File: config.mk
export PLATFORM = sky130hd
export DESIGN_NAME = nap_sequencer
export DESIGN_NICKNAME = d
export VERILOG_FILES = /design/src/rtl/nap_pkg.sv /design/src/rtl/nap_timebase.sv /design/src/rtl/nap_enable_reg.sv /design/src/rtl/nap_fsm.sv /design/src/rtl/nap_sequencer.sv
export SDC_FILE = /design/constraint.sdc
export NUM_CORES = 1
export LEC_CHECK = 0
export ABC_AREA = 1
export BUFFER_PORTS_ARGS = -buffer_cell sky130_fd_sc_hd__clkbuf_2
export CAP_MARGIN = 0
export CORE_MARGIN = 5
export CORE_UTILIZATION = 44
export CTS_CLUSTER_DIAMETER = 150
export DETAILED_ROUTE_END_ITERATION = 16
export MAX_ROUTING_LAYER = met4
export PLACE_DENSITY = 0.73
export SYNTH_ARGS = -nofsm -noshare
export SYNTH_HDL_FRONTEND = slang
export SYNTH_SLANG_ARGS = --single-unit
File: constraint.sdc
create_clock -name clk -period 1.4 [get_ports clk]
set_input_delay 0.14 -clock clk [delete_from_list [all_inputs] [get_ports clk]]
set_output_delay 0.14 -clock clk [all_outputs]
set_load 0.1 [all_outputs]
File: src/rtl/nap_pkg.sv
package nap_pkg;
  typedef enum logic [2:0] {
    ST_FULL_ON = 3'd0,
    ST_REQUEST = 3'd1,
    ST_DRAIN   = 3'd2,
    ST_ACK_DLY = 3'd3,
    ST_NAP     = 3'd4,
    ST_WAKE    = 3'd5
  } nap_state_e;
endpackage

File: src/rtl/nap_timebase.sv
module nap_timebase #(
  parameter int TB_W  = 64,
  parameter int DEC_W = 32
) (
  input  logic             clk,
  input  logic             rst_n,
  input  logic             dec_load,
  input  logic [DEC_W-1:0] dec_load_val,
  output logic [TB_W-1:0]  tb_o,
  output logic [DEC_W-1:0] dec_o,
  output logic             dec_expire_o
);
  localparam logic [TB_W-1:0]  TB_ONE  = TB_W'(1);
  localparam logic [DEC_W-1:0] DEC_ONE = DEC_W'(1);

  logic [TB_W-1:0]  tb_q, tb_d;
  logic [DEC_W-1:0] dec_q, dec_d;
  logic             exp_q, exp_d;

  always_comb begin
    tb_d  = tb_q + TB_ONE;
    exp_d = 1'b0;
    if (dec_load) begin
      dec_d = dec_load_val;
    end else begin
      dec_d = dec_q - DEC_ONE;
      exp_d = (dec_q == '0);
    end
  end

  always_ff @(posedge clk or negedge rst_n) begin
    if (!rst_n) begin
      tb_q  <= '0;
      dec_q <= '1;
      exp_q <= 1'b0;
    end else begin
      tb_q  <= tb_d;
      dec_q <= dec_d;
      exp_q <= exp_d;
    end
  end

  assign tb_o         = tb_q;
  assign dec_o        = dec_q;
  assign dec_expire_o = exp_q;
endmodule

File: src/rtl/nap_enable_reg.sv
module nap_enable_reg #(
  parameter int CFG_W   = 32,
  parameter int NAP_BIT = 9
) (
  input  logic             clk,
  input  logic             rst_n,
  input  logic             wr_allowed,
  input  logic             cfg_wr,
  input  logic [CFG_W-1:0] cfg_wdata,
  input  logic             clear,
  output logic             nap_en_o
);
  logic en_q, en_d;

  always_comb begin
    en_d = en_q;
    if (clear)                    en_d = 1'b0;
    else if (cfg_wr && wr_allowed) en_d = cfg_wdata[NAP_BIT];
  end

  always_ff @(posedge clk or negedge rst_n) begin
    if (!rst_n) en_q <= 1'b0;
    else        en_q <= en_d;
  end

  assign nap_en_o = en_q;
endmodule

File: src/rtl/nap_fsm.sv
module nap_fsm
  import nap_pkg::*;
#(
  parameter int OUT_W     = 4,
  parameter int ENTRY_DLY = 4,
  parameter int WAKE_CYC  = 2
) (
  input  logic             clk,
  input  logic             rst_n,
  input  logic             soft_rst,
  input  logic             nap_en,
  input  logic             periph_nap_prog,
  input  logic             buf_empty,
  input  logic [OUT_W-1:0] outstanding,
  input  logic             wake,
  output nap_state_e       state_o,
  output logic             clear_en_o
);
  localparam int MAXC  = (ENTRY_DLY > WAKE_CYC) ? ENTRY_DLY : WAKE_CYC;
  localparam int CNT_W = $clog2(MAXC + 1);
  localparam logic [CNT_W-1:0] ENTRY_LAST = CNT_W'(ENTRY_DLY - 1);
  localparam logic [CNT_W-1:0] WAKE_LAST  = CNT_W'(WAKE_CYC - 1);
  localparam logic [CNT_W-1:0] CNT_ONE    = CNT_W'(1);

  nap_state_e       state_q, state_d;
  logic [CNT_W-1:0] cnt_q, cnt_d;
  logic             drained;

  assign drained = buf_empty && (outstanding == '0);

  always_comb begin
    state_d    = state_q;
    cnt_d      = cnt_q + CNT_ONE;
    clear_en_o = 1'b0;
    if (soft_rst) begin
      state_d    = ST_FULL_ON;
      clear_en_o = 1'b1;
    end else begin
      unique case (state_q)
        ST_FULL_ON: if (nap_en && !wake) state_d = ST_REQUEST;
        ST_REQUEST: begin
          if (wake) begin
            state_d    = ST_FULL_ON;
            clear_en_o = 1'b1;
          end else if (periph_nap_prog) begin
            state_d = ST_DRAIN;
          end
        end
        ST_DRAIN: begin
          if (wake) begin
            state_d    = ST_FULL_ON;
            clear_en_o = 1'b1;
          end else if (drained) begin
            state_d = ST_ACK_DLY;
          end
        end
        ST_ACK_DLY: begin
          if (wake) begin
            state_d    = ST_WAKE;
            clear_en_o = 1'b1;
          end else if (cnt_q == ENTRY_LAST) begin
            state_d = ST_NAP;
          end
        end
        ST_NAP: begin
          if (wake) begin
            state_d    = ST_WAKE;
            clear_en_o = 1'b1;
          end
        end
        ST_WAKE: if (cnt_q == WAKE_LAST) state_d = ST_FULL_ON;
        default: state_d = ST_FULL_ON;
      endcase
    end
    if (state_d != state_q) cnt_d = '0;
  end

  always_ff @(posedge clk or negedge rst_n) begin
    if (!rst_n) begin
      state_q <= ST_FULL_ON;
      cnt_q   <= '0;
    end else begin
      state_q <= state_d;
      cnt_q   <= cnt_d;
    end
  end

  assign state_o = state_q;
endmodule

File: src/rtl/nap_sequencer.sv
module nap_sequencer
  import nap_pkg::*;
#(
  parameter int CFG_W     = 32,
  parameter int NAP_BIT   = 9,
  parameter int OUT_W     = 4,
  parameter int TB_W      = 64,
  parameter int DEC_W     = 32,
  parameter int ENTRY_DLY = 4,
  parameter int WAKE_CYC  = 2
) (
  input  logic             clk,
  input  logic             rst_n,
  input  logic             soft_rst,
  input  logic             cfg_wr,
  input  logic [CFG_W-1:0] cfg_wdata,
  input  logic             periph_nap_prog,
  input  logic             buf_empty,
  input  logic [OUT_W-1:0] outstanding,
  input  logic             irq,
  input  logic             mcheck,
  input  logic             smi,
  input  logic             periph_release,
  input  logic             dec_wr,
  input  logic [DEC_W-1:0] dec_wdata,
  output logic             nap_req,
  output logic             quiesce_ack,
  output logic             snoop_en,
  output logic             core_clk_en,
  output logic [2:0]       state_o,
  output logic             nap_en_o,
  output logic [TB_W-1:0]  tb_o,
  output logic [DEC_W-1:0] dec_o
);
  generate
    if (WAKE_CYC < 1 || WAKE_CYC > 3) begin : g_bad_wake
      $error("WAKE_CYC must lie in 1..3 to meet the four-cycle return");
    end
    if (ENTRY_DLY < 1) begin : g_bad_entry
      $error("ENTRY_DLY must be at least 1");
    end
    if (NAP_BIT >= CFG_W) begin : g_bad_bit
      $error("NAP_BIT outside configuration word");
    end
  endgenerate

  nap_state_e state_w;
  logic       in_full_w;
  logic       dec_exp_w;
  logic       wake_w;
  logic       clear_w;
  logic       nap_en_w;

  assign in_full_w = (state_w == ST_FULL_ON);
  assign wake_w    = irq | mcheck | smi | periph_release | dec_exp_w;

  nap_timebase #(.TB_W(TB_W), .DEC_W(DEC_W)) u_tb (
    .clk          (clk),
    .rst_n        (rst_n),
    .dec_load     (dec_wr && in_full_w),
    .dec_load_val (dec_wdata),
    .tb_o         (tb_o),
    .dec_o        (dec_o),
    .dec_expire_o (dec_exp_w)
  );

  nap_enable_reg #(.CFG_W(CFG_W), .NAP_BIT(NAP_BIT)) u_en (
    .clk        (clk),
    .rst_n      (rst_n),
    .wr_allowed (in_full_w),
    .cfg_wr     (cfg_wr),
    .cfg_wdata  (cfg_wdata),
    .clear      (clear_w),
    .nap_en_o   (nap_en_w)
  );

  nap_fsm #(.OUT_W(OUT_W), .ENTRY_DLY(ENTRY_DLY), .WAKE_CYC(WAKE_CYC)) u_fsm (
    .clk             (clk),
    .rst_n           (rst_n),
    .soft_rst        (soft_rst),
    .nap_en          (nap_en_w),
    .periph_nap_prog (periph_nap_prog),
    .buf_empty       (buf_empty),
    .outstanding     (outstanding),
    .wake            (wake_w),
    .state_o         (state_w),
    .clear_en_o      (clear_w)
  );

  assign state_o     = state_w;
  assign nap_en_o    = nap_en_w;
  assign nap_req     = (state_w == ST_REQUEST) || (state_w == ST_DRAIN);
  assign quiesce_ack = (state_w == ST_ACK_DLY) || (state_w == ST_NAP);
  assign snoop_en    = in_full_w || nap_req;
  assign core_clk_en = (state_w != ST_NAP);
endmodule

==> reports/metrics.csv, run 1 <==
stage,metric,value,unit
status,status,"complete, but fails checks",
status,violations,"hold timing, setup timing",
drt,drtPass1Iterations,8,
finish,fin_area,13000,um2
sta,whs,-0.00754,ns
synthesis,ys_seq_area_share,43.3,%
power_and_ir_drop,vdd_drop_max,0.761,mV
finish,final_net_count,1327,
drt,vias_per_cell,6.42,
global_routing,grt_pass1_vias,8512,
synthesis,syn_area,6100,um2
setup_path,reg2reg_depth,7,
global_routing,grt_pass1_wl,44400,um
synthesis,async_flop_share,100,%
worst_hold_path,hold_end,u_tb.dec_o[5],
setup_path,crit_slowest_cell,xor2_1,
sta,skew,0.0199,ns
sta,min_period,2.18,ns
synthesis,yosysWarnings,0,
setup_path,rrSetupSlack,-0.78,ns
clocking,cts_sinks,104,
placed_design,dp_slack,-0.302,ns
worst_hold_path,worstHoldPathCells,3,
clocking,cts-root-buf,clkbuf_16,
clocking,clock_latency,0.38,ns
synthesis,synth_commonest_cells,"nand2_1 (190), nor2_1 (136), dfrtp_1 (72)",
synthesis,synth_top_flop_cell,dfrtp_1,
clocking,cts_buffer_depth,2,
clocking,tritoncts,done,
finish,n_fill_cell,367,
setup_path,r2r-start,u_tb.dec_o[8],
global_routing,grt_max_degree,36,
worst_hold_path,min_from,dec_wdata[5],
setup_path,cp_max_fo,5,
drt,wire_per_inst,28.4,um
synthesis,synth-seq-cells,104,
sta,setup_viol,128,
global_routing,antenna_found_initial,1,
setup_path,slowest_delay,0.51,ns
power_and_ir_drop,p_total,9.09,mW
setup_path,path_class,flip-flop to flip-flop,
setup_path,crit_path_end_kind,flip-flop,
drt,drc,0,
sta,layout_worst_path_cycle_share,156,%
drt,wl,40700,um
sta,timing.fmax,0.458,GHz
sta,final_hold_viol_count,1,
floorplan,fp-row-count,43,
run,max-cap-violations,0,
placed_design,routabilityCongestion,0.931,
synthesis,synth_top_area_share,29.6,%
floorplan,io_pins,183,
floorplan,die_area,16300,um2
synthesis,avgSynthCellArea,7.77,um2
synthesis,ys_types,32,
worst_hold_path,hp-class,primary input to flip-flop,
floorplan,core,13700,um2
setup_path,cp.required,1.67,ns
global_routing,overflow,0,
finish,area_growth,113,%
synthesis,syn_inst,785,
sta,worst-slew-pin-transition,0.856,ns
sta,fin_ws,-0.784,ns
setup_path,r2r-end,u_tb.dec_o[28],
placed_design,port_buffers,151,
sta,rsz0062_at_grt,yes,
synthesis,netlist_top_cells_area,"dfrtp_1 (30%), dfstp_2 (14%), nand2_1 (12%), nor2_1 (8.4%), xor2_1 (7.2%)",
synthesis,synth_edf_count,0,
drt,ant_nets,0,
drt,drtIter0Drc,1509,
clocking,cts_buffers,9,
floorplan,die_h,128,um
sta,finalMaxSlewViolations,0,
finish,drive_gt1_share,68.8,%
placed_design,place_area,10200,um2
clocking,clkSlewWorstSetupHoldPaths,0.07,ns
global_routing,grt_use_total,36.0,%
placed_design,hpwl,17000,um
setup_path,cp-start-kind,flip-flop,
power_and_ir_drop,p_per_area,698,nW/um2
floorplan,die_x,128,um
drt,num_vias,9168,
sta,slew_headroom,42.3,%
floorplan,start_util,44.4,%
clocking,htreeDepth,3,
synthesis,yosys.cell_count.top_type,nand2_1,
synthesis,synth_nets,869,
setup_path,worstPathCellList,nor2_1 > buf_4 > nand2_1 > nor2_4 > nand4_1 > xor2_1 > o21ai_1,
setup_path,arrival,2.46,ns
synthesis,yosysTopAreaCell,dfrtp_1,
power_and_ir_drop,p_leak,6.29,nW
-- worst max path at each step --
stage | start | endpoint | slack [ns] | depth (start not counted)
global placement | u_tb.dec_o[4] | u_tb.dec_o[30] | -0.27 | 9
finish | u_tb.dec_o[8] | u_tb.dec_o[28] | -0.78 | 7
detailed placement | u_tb.dec_o[4] | u_tb.dec_o[16] | -0.30 | 8
global route | u_tb.dec_o[8] | u_tb.dec_o[28] | -0.83 | 7
CTS | u_fsm.state_o[1] | quiesce_ack | -0.23 | 5
floorplan | u_fsm.state_o[0] | u_fsm.cnt_q[0] | -0.57 | 13
-- critical path: cells and delay by family (launching register included) --
kind,cells,cell delay (ns)
buf+inv,1,0.21
simple gates,4,0.78
flops,1,0.42
compound gates,1,0.17
xor+xnor,1,0.51
-- metal layers --
| metal | vias up | track usage, % | part of all wire [%] |
|---|---|---|---|
| met5 | - | - | 0 |
| met4 | 0 | 23.0 | 12 |
| met3 | 485 | 7.46 | 12 |
| met2 | 996 | 60.9 | 45 |
| met1 | 4257 | 38.5 | 31 |
| li1 | 3430 | - | - |
-- cell type report --
class	count	area (um2)	share of cell area [%]
repair buffers	455	4540	34.9
clock buffers	10	229	1.76
diodes	1	2.50	0.0192
inverters	83	369	2.84
well taps	180	225	1.73
clock inverters	6	83.8	0.644
multi-input cells	590	4680	36.0
flip-flops and latches	104	2880	22.1
-- report_power, final --
part / internal, mW / leakage [nW] / switching [mW]
combinational: 1.09 / 4.94 / 1.69
clock: 1.57 / 0.156 / 1.28
sequential: 3.23 / 1.20 / 0.229
total: 5.89 / 6.29 / 3.20
-- cells in the final DEF (no fill, tap or decap), drive strengths merged --
cell,n
bufinv,2
dlygate4sd3,22
ha,5
diode,1
a21oi,1
nand4,30
xnor2,27
inv,82
or2,2
dfrtp,72
dfstp,32
a221oi,1
xor2,50
clkbuf,59
nand2,201
a31oi,8
nor3b,2
nand3,53
buf,384
o21bai,4
and2,1
nor2,153
o21ai,21
nor3,31
clkinv,5
-- logic make-up after synthesis --
| family | Yosys count | share of synthesized area [%] |
|---|---|---|
| XOR/XNOR | 77 | 11.1 |
| buffers and inverters | 91 | 5.97 |
| flip-flops | 104 | 43.3 |
| adder cells (fa/ha/maj) | 5 | 1.03 |
| AO/OA/AOI/OAI | 35 | 3.26 |
| AND/OR/NAND/NOR | 473 | 35.3 |
-- metrics by stage --
step / setup TNS [ns] / hold slack (ns) / util [%] / std cells
2_1_floorplan: -22.64 / -0.156 / - / 785
3_3_place_gp: -7.68 / 0.0954 / 74.2 / 1326
3_5_place_dp: -10.85 / 0.0962 / 74.2 / 1326
4_1_cts: -11.35 / 0.0100 / 86.7 / 1407
5_1_grt: -36.84 / 0.0120 / 94.9 / 1429
6_report: -33.16 / -0.00754 / 94.9 / 1429
-- state kept, by name, indices dropped and copies added, names as in the netlist --
name / flops
u_tb.tb_o: 64
u_tb.dec_o: 32
u_fsm.cnt_q: 3
u_fsm.state_o: 3
u_en.nap_en_o: 1
u_tb.dec_expire_o: 1
-- timing repair --
action | in CTS | in global routing
pin swaps | 102 | 125
hold endpoints to repair | 22 | 0
hold buffers | 22 | 0
gates resized for setup | 211 | 227
setup endpoints to repair | 99 | 137
cloned | 1 | 3
setup buffers | 47 | 35
Note: power is estimated with default switching activity, not from simulation.
==> inputs of run 2 (changes only) <==
--- a/config.mk
+++ b/config.mk
@@ -14,6 +14,7 @@
 export DETAILED_ROUTE_END_ITERATION = 16
 export MAX_ROUTING_LAYER = met4
 export PLACE_DENSITY = 0.73
+export SKIP_LAST_GASP = 1
 export SYNTH_ARGS = -nofsm -noshare
 export SYNTH_HDL_FRONTEND = slang
 export SYNTH_SLANG_ARGS = --single-unit
==> run 2 against run 1 <==
  * The flow now stops in global routing
  * Area after synthesis unchanged
  * Synthesized cell count unchanged
==> reports/metrics.csv, run 2 <==
stage,metric,value,unit,change
synthesis,synth_top_area_share,29.6,%,unchanged
clocking,cts_buffers,9,,unchanged
synthesis,syn_area,6100,um2,unchanged
status,stop_error,[ERROR GRT-0232] Routing congestion too high. Check the congestion heatmap in the GUI.,,
synthesis,syn_inst,785,,unchanged
sta,endpoint_type,sequential cell input,,
clocking,htreeDepth,3,,unchanged
placed_design,dp_slack,-0.302,ns,unchanged
synthesis,synthXorXnorAreaFrac,11.1,%,unchanged
synthesis,muxShareOfSynthArea,0,%,unchanged
synthesis,synth_top_family_by_area,simple AND/OR/NAND/NOR gates,,unchanged
floorplan,start_util,44.4,%,unchanged
placed_design,port_buffers,151,,unchanged
synthesis,ys_types,32,,unchanged
global_routing,overflow,443,,
status,lastStage,global routing,,
synthesis,synth-compound-area-share,3.26,%,unchanged
clocking,cts_sinks,104,,unchanged
synthesis,yosysTopAreaCell,dfrtp_1,,unchanged
synthesis,netlist_top_cells_area,"dfrtp_1 (30%), dfstp_2 (14%), nand2_1 (12%), nor2_1 (8.4%), xor2_1 (7.2%)",,unchanged
placed_design,hpwl,17000,um,unchanged
floorplan,die_h,128,um,unchanged
status,status,did not finish,,"was complete, but fails checks"
synthesis,yosysWarnings,0,,unchanged
synthesis,yosys.cell_count.top_type,nand2_1,,unchanged
floorplan,fp-row-count,43,,unchanged
synthesis,synth_top_flop_cell,dfrtp_1,,unchanged
floorplan,io_pins,183,,unchanged
synthesis,synth_edf_count,0,,unchanged
synthesis,synth-seq-cells,104,,unchanged
synthesis,avgSynthCellArea,7.77,um2,unchanged
synthesis,synthAdderAreaFrac,1.03,%,unchanged
floorplan,die_x,128,um,unchanged
synthesis,synth_commonest_cells,"nand2_1 (190), nor2_1 (136), dfrtp_1 (72)",,unchanged
sta,repair-timing-grt-worst-ep,u_tb.tb_o[57]$_DFF_PN0_/D,,
clocking,cts-root-buf,clkbuf_16,,unchanged
placed_design,routabilityCongestion,0.931,,unchanged
synthesis,synth_nets,869,,unchanged
global_routing,grt_use_total,84.4,%,
synthesis,async_flop_share,100,%,unchanged
synthesis,ys_seq_area_share,43.3,%,unchanged
global_routing,grt_max_degree,36,,
synthesis,yosys.area_share.simple,35.3,%,unchanged
clocking,cts_buffer_depth,2,,unchanged
placed_design,place_area,10200,um2,unchanged
run 2: cell counts after synthesis:
Identical to the previous run, type by type.
run 2: cell families after synthesis:
kind of cell,after synthesis
AND/OR/NAND/NOR,473
flip-flops,104
buffers and inverters,91
XOR/XNOR,77
AO/OA/AOI/OAI,35
adder cells (fa/ha/maj),5
run 2: what timing repair did:
| action | CTS |
|---|---|
| pin swaps | 102 |
| resized for setup | 189 |
| gates cloned | 1 |
| hold buffers | 22 |
| setup endpoints to repair | 99 |
| setup buffers | 47 |
| hold endpoints to repair | 22 |
run 2: metal layers:
layer | GRT usage, % | overflow
met1 | 80.0 | 5
met2 | 103 | 316
met3 | 60.5 | 2
met4 | 92.3 | 120
met5 | - | -
run 2: through the flow:
step	cells	TNS, ns	hold WS, ns	util (%)
2_1_floorplan	785	-22.64	-0.156	-
3_3_place_gp	1326	-7.68	0.0954	74.2
3_5_place_dp	1326	-10.85	0.0962	74.2
4_1_cts	1407	-11.67	0.0100	86.1
==> inputs of run 3 (changes only) <==
--- a/config.mk
+++ b/config.mk
@@ -9,11 +9,9 @@
 export BUFFER_PORTS_ARGS = -buffer_cell sky130_fd_sc_hd__clkbuf_2
 export CAP_MARGIN = 0
 export CORE_MARGIN = 5
-export CORE_UTILIZATION = 44
-export CTS_CLUSTER_DIAMETER = 150
+export CORE_UTILIZATION = 29
 export DETAILED_ROUTE_END_ITERATION = 16
-export MAX_ROUTING_LAYER = met4
-export PLACE_DENSITY = 0.73
+export PLACE_DENSITY_LB_ADDON = 0.15
 export SKIP_LAST_GASP = 1
 export SYNTH_ARGS = -nofsm -noshare
 export SYNTH_HDL_FRONTEND = slang
==> constraint.sdc (replaced) <==
create_clock -name clk -period 1.82 [get_ports clk]
set_input_delay 0.182 -clock clk [delete_from_list [all_inputs] [get_ports clk]]
set_output_delay 0.182 -clock clk [all_outputs]
set_load 0.1 [all_outputs]
==> run 3 against run 2 <==
  * The run now ends clean
==> reports/metrics.csv, run 3 (same netlist as run 1, synthesis figures left out) <==
stage,metric,value,unit,change
clocking,tritoncts,done,,
finish,fin_area,8060,um2,
power_and_ir_drop,p_total,5.68,mW,
drt,vias_per_cell,4.50,,
setup_path,reg2reg_depth,6,,
global_routing,antenna_found_initial,0,,
finish,antennaDiodeCount,0,,
setup_path,cp.required,1.64,ns,
finish,largest_reg_flops,64,,
setup_path,r2r-start,u_tb.tb_o[47],,
placed_design,hpwl,15700,um,"was 17,000 um"
setup_path,path_class,flip-flop to output pin,,
worst_hold_path,worstHoldPathCells,3,,
sta,skew,0.0149,ns,
drt,drtIter0Drc,261,,
floorplan,die_area,24000,um2,
finish,final_net_count,1065,,
finish,seq_area,2740,um2,
global_routing,grt_pass1_vias,5907,,
drt,ant_nets,0,,
finish,layout_common_cells,"nand2_1 (185), clkbuf_2 (148), nor2_1 (128)",,
floorplan,die_x,155,um,was 128 um
sta,layout_worst_path_cycle_share,95.6,%,
sta,rsz0062_at_grt,yes,,
power_and_ir_drop,p_per_area,705,nW/um2,
floorplan,io_pins,183,,unchanged
global_routing,grt_use_total,16.4,%,
placed_design,place_area,7600,um2,"was 10,200 um2"
drt,wl,19300,um,
clocking,clock_latency,0.36,ns,
power_and_ir_drop,vdd_drop_max,0.417,mV,
worst_hold_path,hp-class,primary input to flip-flop,,
worst_hold_path,min_from,dec_wdata[26],,
setup_path,r2r-end,u_tb.tb_o[55],,
clocking,cts_sinks,104,,unchanged
sta,final_hold_viol_count,0,,
sta,worst-slew-pin-transition,0.581,ns,
clocking,cts-root-buf,clkbuf_16,,unchanged
setup_path,rrSetupSlack,0.12,ns,
sta,slew_headroom,61.0,%,
clocking,cts_buffers,9,,unchanged
drt,num_vias,5678,,
finish,n_fill_cell,2234,,
finish,final_common_cell,nand2_1,,
sta,whs,0.0146,ns,
setup_path,arrival,1.56,ns,
global_routing,grt_max_degree,42,,
placed_design,routabilityCongestion,0.933,,was 0.931
drt,wire_per_inst,15.3,um,
floorplan,die_h,155,um,was 128 um
finish,drive_gt1_share,36.8,%,
floorplan,core,20900,um2,
status,status,finished clean,,was did not finish
setup_path,cp_max_fo,9,,
worst_hold_path,hold_end,u_tb.dec_o[26],,
global_routing,grt_pass1_wl,31200,um,
sta,min_period,1.74,ns,
drt,drc,0,,
run,max-cap-violations,0,,
setup_path,cp-start-kind,flip-flop,,
floorplan,start_util,29.2,%,was 44.4%
setup_path,crit_path_end_kind,output pin,,
finish,area_growth,32.1,%,
clocking,htreeDepth,3,,unchanged
power_and_ir_drop,p_leak,3.63,nW,
clocking,cts_buffer_depth,2,,unchanged
placed_design,port_buffers,151,,unchanged
finish,multi_input_area,3220,um2,
sta,finalMaxSlewViolations,0,,
clocking,clkSlewWorstSetupHoldPaths,0.08,ns,
global_routing,overflow,0,,
sta,setup_viol,0,,
drt,drtPass1Iterations,5,,
sta,timing.fmax,0.575,GHz,
floorplan,fp-row-count,53,,was 43
[run 3: cell type report]
cell class / count / area share (%)
repair buffers: 193 / 14.5
flip-flops and latches: 104 / 34.0
multi-input cells: 590 / 39.9
clock inverters: 7 / 0.699
well taps: 275 / 4.27
clock buffers: 9 / 2.80
inverters: 83 / 3.87
[run 3: how the worst max path moves through the flow]
stage / startpoint / endpoint / slack [ns] / cells after the start
global placement: u_tb.tb_o[25] / u_tb.tb_o[38] / 0.10 / 8
floorplan: u_fsm.state_o[0] / u_fsm.cnt_q[0] / -0.17 / 13
global route: u_tb.tb_o[21] / u_tb.tb_o[38] / -0.002 / 8
finish: u_fsm.state_o[0] / core_clk_en / 0.08 / 3
detailed placement: u_tb.dec_o[0] / u_tb.dec_expire_o / 0.1 / 8
CTS: u_tb.dec_o[0] / u_tb.dec_expire_o / 0.06 / 8
[run 3: critical path, cell delays in order, from the launching register on]
cell      delay, ns
dfrtp_4        0.54
nor2_4         0.20
nand2_8        0.08
clkbuf_2       0.38
[run 3: repair_timing]
action	in CTS	in global routing
buffers inserted	0	3
endpoints found under the setup margin	0	11
gates resized for setup	0	15
hold endpoints to repair	29	0
hold buffers	10	0
[run 3: per-stage QoR]
stage	util, %	setup slack [ns]	setup TNS, ns	cells
floorplan	-	-0.166	-0.564	785
global placement	36.4	0.101	0	1232
detailed placement	36.4	0.0995	0	1232
CTS	38.2	0.0627	0	1258
global route	38.6	-0.00209	-0.00209	1261
finish	38.6	0.0809	0	1261
[run 3: routing by layer]
layer	wire (um)	share of wire (%)	track usage [%]	vias to the layer above
met2	8970	46	26.9	148
met5	0	0	0	-
li1	-	-	-	2895
met4	431	2.2	5.59	0
met3	864	4.5	2.45	23
met1	9080	47	22.1	2612
[run 3: power breakdown]
group	total, mW	switching (mW)	internal (mW)
logic	1.16	0.888	0.272
clock network	1.92	0.975	0.945
registers	2.60	0.127	2.48
==> inputs of run 4 (changes only) <==
==> constraint.sdc (replaced) <==
create_clock -name clk -period 1.7 [get_ports clk]
set_input_delay 0.17 -clock clk [delete_from_list [all_inputs] [get_ports clk]]
set_output_delay 0.17 -clock clk [all_outputs]
set_load 0.1 [all_outputs]
==> run 4 against run 3 <==
  * The run now ends with setup timing left
  * Count of clock-buffer cells in the layout grew 1
  * Clock skew up 0.0015 ns
  * First-iteration DRC count down 11%
  * Worst hold slack worse by 0.0017 ns
  * Sequential power increased by 7.7%
  * Clock power rose by 8%
  * Global-route usage is 0.16 points higher
  * Sequential share of layout area decreased by 1.7 points
  * Die area did not move
  * Register-to-register slack worse by 0.13 ns
  * Flip-flop and latch count unchanged
  * Largest cell class unchanged
  * Largest power group unchanged
  * Highest routed layer unchanged
==> reports/metrics.csv, run 4 (same netlist as run 1, synthesis figures left out) <==
stage,metric,value,unit,change
status,status,"complete, but fails checks",,was finished clean
status,violations,setup timing,,
setup_path,arrival,1.95,ns,was 1.56 ns
power_and_ir_drop,vdd_drop_max,0.436,mV,was 0.417 mV
power_and_ir_drop,p_total,6.19,mW,was 5.68 mW
setup_path,r2r-end,u_tb.tb_o[36],,was u_tb.tb_o[55]
finish,area_growth,43.5,%,was 32.1%
placed_design,routabilityCongestion,0.889,,was 0.933
global_routing,grt_max_degree,57,,was 42
setup_path,path_class,flip-flop to flip-flop,,was flip-flop to output pin
drt,wl,20100,um,"was 19,300 um"
clocking,clkSlewWorstSetupHoldPaths,0.08,ns,about the same
sta,finalMaxSlewViolations,0,,unchanged
setup_path,r2r-start,u_tb.tb_o[0],,was u_tb.tb_o[47]
floorplan,start_util,29.2,%,unchanged
run,max-cap-violations,0,,unchanged
clocking,cts_buffer_depth,2,,unchanged
floorplan,die_area,24000,um2,unchanged
setup_path,crit_path_end,u_tb.tb_o[36],,was core_clk_en
clocking,htreeDepth,3,,unchanged
worst_hold_path,hp-class,primary input to flip-flop,,unchanged
clocking,cts_buffers,9,,unchanged
finish,final_common_cell,nand2_1,,unchanged
global_routing,grt_pass1_vias,5955,,"was 5,907"
placed_design,place_inst,1266,,"was 1,232"
setup_path,cp_max_fo,6,,was 9
global_routing,busiest_layer,met2,,unchanged
floorplan,die_h,155,um,unchanged
setup_path,cp-start-kind,flip-flop,,unchanged
sta,timing.fmax,0.584,GHz,
drt,drtIter0Drc,231,,was 261
finish,utilization,41.9,%,was 38.6%
sta,worst-slew-pin-transition,0.596,ns,was 0.581 ns
power_and_ir_drop,p_per_area,708,nW/um2,was 705 nW/um2
placed_design,port_buffers,151,,unchanged
placed_design,hpwl,15900,um,"was 15,700 um"
global_routing,use_met1,22.4,%,was 22.1%
global_routing,antenna_found_initial,0,,unchanged
power_and_ir_drop,p_leak,3.90,nW,was 3.63 nW
global_routing,use_met3,2.70,%,was 2.45%
drt,drc,0,,unchanged
drt,vias_per_cell,4.51,,was 4.50
setup_path,rrSetupSlack,-0.01,ns,was 0.12 ns
floorplan,fp-row-count,53,,unchanged
finish,final_net_count,1113,,"was 1,065"
floorplan,die_x,155,um,unchanged
clocking,tritoncts,done,,unchanged
setup_path,reg2reg_depth,10,,was 6
finish,n_fill_cell,2226,,"was 2,234"
global_routing,grt_pass1_wl,31400,um,"was 31,200 um"
sta,layout_worst_path_cycle_share,101,%,
finish,largest_reg_flops,64,,unchanged
global_routing,use_met2,27.5,%,was 26.9%
floorplan,core,20900,um2,unchanged
global_routing,grt_use_total,16.5,%,was 16.4%
finish,antennaDiodeCount,0,,unchanged
drt,num_vias,5907,,"was 5,678"
drt,ant_nets,0,,unchanged
sta,fin_ws,-0.0135,ns,was 0.0809 ns
global_routing,overflow,0,,unchanged
sta,setup_viol,1,,was 0
clocking,cts-root-buf,clkbuf_16,,unchanged
finish,layout.cells.non_filler,1309,,"was 1,261"
sta,min_period,1.71,ns,
clocking,clock_latency,0.36,ns,about the same
finish,drive_gt1_share,43.0,%,was 36.8%
setup_path,crit_path_end_kind,flip-flop,,was output pin
floorplan,io_pins,183,,unchanged
drt,drtPass1Iterations,5,,unchanged
finish,layout_common_cells,"nand2_1 (176), clkbuf_2 (145), nor2_1 (114)",,"was nand2_1 (185), clkbuf_2 (148), nor2_1 (128)"
sta,slew_headroom,60.5,%,was 61.0%
clocking,cts_sinks,104,,unchanged
sta,rsz0062_at_grt,yes,,unchanged
setup_path,cp.required,1.94,ns,was 1.64 ns
setup_path,crit_path_start,u_tb.tb_o[0],,was u_fsm.state_o[0]
sta,final_hold_viol_count,0,,unchanged
sta,skew,0.0164,ns,was 0.0149 ns
drt,wire_per_inst,15.4,um,was 15.3 um
==> run 4: worst min path at each step <==
stage / depth (start not counted) / slack, ns / to / startpoint
5_1_grt: 3 / 0.003 / u_tb.dec_o[19] / dec_wdata[19]
3_3_place_gp: 2 / 0.21 / u_tb.tb_o[20] / rst_n
6_report: 3 / 0.01 / u_tb.dec_o[25] / dec_wdata[25]
4_1_cts: 3 / 0.002 / u_tb.dec_o[23] / dec_wdata[23]
3_5_place_dp: 2 / 0.20 / u_tb.tb_o[20] / rst_n
2_1_floorplan: 0 / -0.13 / u_en.nap_en_o / rst_n
==> run 4: where the power goes <==
group	internal (mW)	total [mW]	switching (mW)
Clock	1.02	2.07	1.05
Sequential	2.66	2.80	0.146
Combinational	0.333	1.31	0.981
Total	4.01	6.19	2.18
==> run 4: layer usage <==
layer	wire, um	vias up
li1	-	2999
met1	9350	2731
met2	9520	154
met3	914	23
met4	325	0
met5	0	-
==> run 4: critical path, cell delays in order, from the launching register on <==
cell     delay, ns
dfrtp_4       0.45
ha_4          0.17
nand3_4       0.09
inv_4         0.07
nand2_4       0.05
nor2_4        0.14
nand2_4       0.10
nor2_8        0.20
buf_4         0.14
nand2_2       0.04
xor2_1        0.14
==> run 4: final cells by class <==
cell class,count,area (um2),share of cell area [%]
flip-flops and latches,104,2820,32.2
repair buffers,241,1600,18.2
well taps,275,344,3.93
multi-input cells,590,3380,38.7
clock buffers,10,229,2.62
inverters,83,324,3.70
clock inverters,6,51.3,0.586
==> run 4: stage by stage <==
stage | setup WS [ns] | hold slack, ns | setup TNS, ns | area, um2
finish | -0.0135 | 0.0129 | -0.0135 | 8750
global placement | -0.0567 | 0.206 | -0.0567 | 7990
CTS | 0.00734 | 0.00219 | 0 | 8450
detailed placement | -0.0532 | 0.204 | -0.0578 | 7990
floorplan | -0.272 | -0.126 | -2.48 | 6390
global route | -0.106 | 0.00347 | -0.812 | 8750
==> run 4: what timing repair did <==
item / CTS / global route
gates resized for setup: 4 / 58
buffers inserted: 2 / 9
setup endpoints to repair: 7 / 48
cloned: 0 / 1
pin swaps: 0 / 20
endpoints found under the hold margin: 86 / 0
hold buffers: 15 / 0
